--- config.mk ---
export PLATFORM = sky130hd
export DESIGN_NAME = pkt_chk_expect
export DESIGN_NICKNAME = d
export VERILOG_FILES = /design/src/rtl/pkt_chk_pkg.sv /design/src/rtl/pkt_chk_expect.sv
export SDC_FILE = /design/constraint.sdc
export NUM_CORES = 1
export LEC_CHECK = 0
export BUFFER_PORTS_ARGS = -buffer_cell sky130_fd_sc_hd__buf_4
export CAP_MARGIN = 10
export CORE_AREA = 2 2 89 91
export DETAILED_ROUTE_END_ITERATION = 10
export DIE_AREA = 0 0 91 93
export GPL_TIMING_DRIVEN = 0
export PLACE_DENSITY = 0.84
export REMOVE_ABC_BUFFERS = 1
export SLEW_MARGIN = 5
export SYNTH_ARGS = -nofsm -noshare
export SYNTH_HDL_FRONTEND = slang
export SYNTH_SLANG_ARGS = --single-unit
--- constraint.sdc ---
create_clock -name vclk -period 7.15
set_clock_uncertainty 0.1 [all_clocks]
set_input_delay 1.43 -clock vclk [all_inputs]
set_output_delay 1.43 -clock vclk [all_outputs]
set_load 0.02 [all_outputs]
--- src/rtl/pkt_chk_pkg.sv ---
package pkt_chk_pkg;

    typedef enum logic [2:0] {
        ST_HEAD,
        ST_TIME,
        ST_BODY,
        ST_TAIL,
        ST_DRAIN
    } chk_state_t;

    typedef enum logic [2:0] {
        WC_HEAD,
        WC_TIME,
        WC_BODY,
        WC_TAIL,
        WC_EXTRA
    } word_cls_t;

endpackage

--- src/rtl/pkt_chk_expect.sv ---
module pkt_chk_expect
    import pkt_chk_pkg::*;
#(
    parameter int DATA_W = 64,
    parameter int SIZE_W = 16,
    parameter int IDX_W  = 16
) (
    input  logic [11:0]       cfg_seq_id,
    input  logic [SIZE_W-1:0] cfg_size,
    input  logic              cfg_has_time,
    input  logic [63:0]       cfg_time,
    input  logic              cfg_ext,
    input  logic              cfg_eob,
    input  logic [31:0]       cfg_sid,
    input  word_cls_t         cls,
    input  logic [IDX_W-1:0]  bidx,
    input  logic [DATA_W-1:0] data,
    output logic [IDX_W-1:0]  nfull,
    output logic              mis_head,
    output logic              mis_time,
    output logic              mis_pay
);
    localparam int BYTES = DATA_W / 8;
    localparam int LANES = DATA_W / 16;
    localparam int BI_W  = $clog2(BYTES);

    logic [SIZE_W:0]   size_x, start_b, span;
    logic [15:0]       lane_base;
    logic [DATA_W-1:0] pattern, tail_mask, head_word;
    logic [BI_W:0]     tail_bytes;

    // full payload words: byte positions from start, step 8, below size
    assign size_x  = {1'b0, cfg_size};
    assign start_b = cfg_has_time ? (SIZE_W+1)'(24) : (SIZE_W+1)'(16);
    assign span    = size_x - start_b;
    assign nfull   = (size_x > start_b) ? IDX_W'((span + (SIZE_W+1)'(7)) >> 3) : '0;

    assign lane_base = 16'(bidx << 2);

    genvar l;
    generate
        for (l = 0; l < LANES; l++) begin : g_lane
            assign pattern[DATA_W-1-16*l -: 16] = lane_base + 16'(l);
        end
    endgenerate

    assign tail_bytes = (cfg_size[BI_W-1:0] == '0) ? (BI_W+1)'(BYTES)
                                                   : {1'b0, cfg_size[BI_W-1:0]};

    genvar b;
    generate
        for (b = 0; b < BYTES; b++) begin : g_mask
            assign tail_mask[8*b +: 8] =
                ((BI_W+1)'(BYTES - 1 - b) < tail_bytes) ? 8'hFF : 8'h00;
        end
    endgenerate

    assign head_word = {cfg_ext, 1'b0, cfg_has_time, cfg_eob, cfg_seq_id, cfg_size, cfg_sid};

    assign mis_head = (cls == WC_HEAD) && (data != head_word);
    assign mis_time = (cls == WC_TIME) && (data != cfg_time);
    assign mis_pay  = ((cls == WC_BODY) && (data != pattern)) ||
                      ((cls == WC_TAIL) && (((data ^ pattern) & tail_mask) != '0));

endmodule

==> out/qor.yml <==
outcome:
  status: "finished clean"
timing:
  period_minus_slack_ps: 5390
  rsz0062_at_grt: "false"
  post-route-period-util_pct: 75.4
  fmax_mhz: 186
  worstMarginPinSlew_ps: 606
  final-max-slew-violation-count: 0
  fin_tns_setup_ps: 0
  hold_viol_final: 0
  setup_viol: 0
  maxSlewHeadroom_pct: 59.4
detailed_routing:
  final_antenna_net_count: 0
  dr.pass1.iters: 5
  routed_wl_microns: 14500
  wl_per_cell_microns: 19.3
  via_count: 4146
  dr.first_iter.drc_count: 378
  drc: 0
  drt-vias-per-instance: 5.49
power_and_ir_drop:
  leakage_nw: 2.31
  ir_drop_mv: 0.0515
  p_switching_mw: 0.184
  swShare_pct: 49.7
  p_clk_share_pct: 0
  combinationalPowerShare_pct: 100.0
  power.density_nw_per_um2: 74.2
  p_int_mw: 0.186
  power_mw: 0.371
  power_frac_seq_pct: 0
clock_network:
  ctsHoldBuffers: 0
  ctsResizeCount: 0
  post-cts-setup-buffers: 0
synth:
  synth_area_leaders: "xor2_1 29%, xnor2_1 20%, ha_1 8.9%"
  synth_top_family_by_area: "XOR/XNOR gates"
  yosys.cell_types.count: 51
  synth.area.mux_share_pct: 0.618
  ys_warn_count: 0
  synthAdderAreaFrac_pct: 8.88
  synthCells: 442
  yosysTopAreaCell: "xor2_1"
  syn_area_sq_um: 3240
  yosys.area_share.simple_pct: 22.6
  synth.top_cell.area_share_pct: 28.7
  avgSynthCellArea_sq_um: 7.33
  yosysSeqAreaShare_pct: 0
  synth_xor_area_share_pct: 48.7
  synth-compound-area-share_pct: 13.7
layout:
  final-seq-area_sq_um: 0
  num-nets-final: 888
  clock_buffer_count: 0
  mostFrequentLayoutCell: "buf_4"
  instances_no_fill: 755
  antennaDiodeCount: 0
  seq_cells: 0
  nFillCells: 693
  layout_common_cells: "225 x buf_4, 106 x xor2_1, 74 x xnor2_1, 35 x nor4_1, 27 x inv_1"
  drive_gt1_share_pct: 36.1
  area_growth_syn_to_layout_pct: 54.2
die:
  die-area_sq_um: 8460
  fp-row-count: 32
  ios: 229
  die_y_microns: 93
  core-area_sq_um: 7530
  initial_core_util_pct: 43.0
  die_x_microns: 91
critical_path:
  cp.arrival_ps: 3860
  crit_type: "primary input to output port"
  cp.buffers_inverters: 4
  crit_fanout: 4
  end_kind: "output port"
  cpPeakStageDelay_ps: 470
  path_cells: "buf_4, inv_1, ha_1, inv_1, ha_1, or3_2, o221a_4, a21oi_2, o21bai_1, a211oi_2, mux2i_1, buf_4"
  setup.worst_path.start_class: "primary input"
  path_delay_family: "compound AO/OA/AOI/OAI gates"
  worst_ep_required_time_ps: 5620
  crit_slowest_cell: "or3_2"
global_routing:
  antenna_found_initial: 0
  gr-total-overflow: 0
  grt_max_degree: 12
  grt_first_pass_wirelength_microns: 22200
  first_global_vias: 4294
  grt_usage_pct: 33.0
placed_design:
  gp_congestion: 0.947
  post-place-cells: 755
  dp_hpwl_microns: 13000
  port_buffers: 225
min_path:
  min_path_type: "primary input to output port"
  hp-start: "cls[1]"
  hold-path-endpoint: "mis_time"
  hold_depth: 3
job:
  maxCapViolCount: 0
## cell usage after synthesis (all sizes together), types with 2 or more instances
master,instances
nand2,8
nor4b,2
xnor2,74
nor3b,2
nor4,35
clkbuf,13
a211oi,2
o2bb2ai,4
nor2b,4
o211ai,3
nand2b,4
nand3b,2
o22ai,3
buf,2
nor3,6
nand4,25
ha,23
or3,3
inv,30
a31oi,5
nand3,9
mux2i,2
nor2,20
o21a,2
a21oi,14
o21ai,16
xor2,106
o21bai,5
## power groups by stage
stage / combinational [mW] / sequential (mW) / clock [mW]
finish: 0.371 / 0 / 0
floorplan: 0.177 / 0 / 0
global route: 0.398 / 0 / 0
global placement: 0.361 / 0 / 0
detailed placement: 0.366 / 0 / 0
CTS: 0.368 / 0 / 0
## cell families after synthesis
family,count (synthesis)
buffers and inverters,45
xor gates and xnor gates,180
and+or+nand+nor,127
AOI/OAI and AO/OA,64
adders and majority gates,23
muxes,2
other,1
## per-layer routing
layer / wire [microns] / share of wire [%] / vias up / GRT usage [%]
met5: 0 / 0 / - / 0
met4: 548 / 3.8 / 0 / 10.1
met3: 1050 / 7.2 / 45 / 3.71
met2: 7300 / 50 / 209 / 60.7
met1: 5650 / 39 / 1913 / 40.4
li1: - / - / 1979 / -
## cell type report
class,instances,area [sq um],area share [%]
tap,102,128,2.55
timing repair buffer,225,1690,33.8
inverter,30,113,2.25
multi-input combinational,398,3070,61.4
## metrics by stage
step | hold WS (ps) | setup slack, ps | util, % | area [sq um]
floorplan | 2840 | 2020 | - | 3180
global placement | 3030 | 1770 | 66.4 | 5000
detailed placement | 3040 | 1770 | 66.4 | 5000
CTS | 3040 | 1760 | 66.4 | 5000
global route | 3060 | 1680 | 66.4 | 5000
finish | 3040 | 1760 | 66.4 | 5000
## worst max-delay path by stage
stage / from / to / cells past startpoint
3_3_place_gp: cfg_size[3] / nfull[10] / 12
3_5_place_dp: cfg_size[3] / nfull[10] / 12
4_1_cts: cfg_size[3] / nfull[10] / 12
5_1_grt: cfg_size[3] / nfull[10] / 12
6_report: cfg_size[3] / nfull[10] / 12
2_1_floorplan: cfg_size[3] / nfull[10] / 10
No activity file was read; power rests on OpenSTA's default activity.
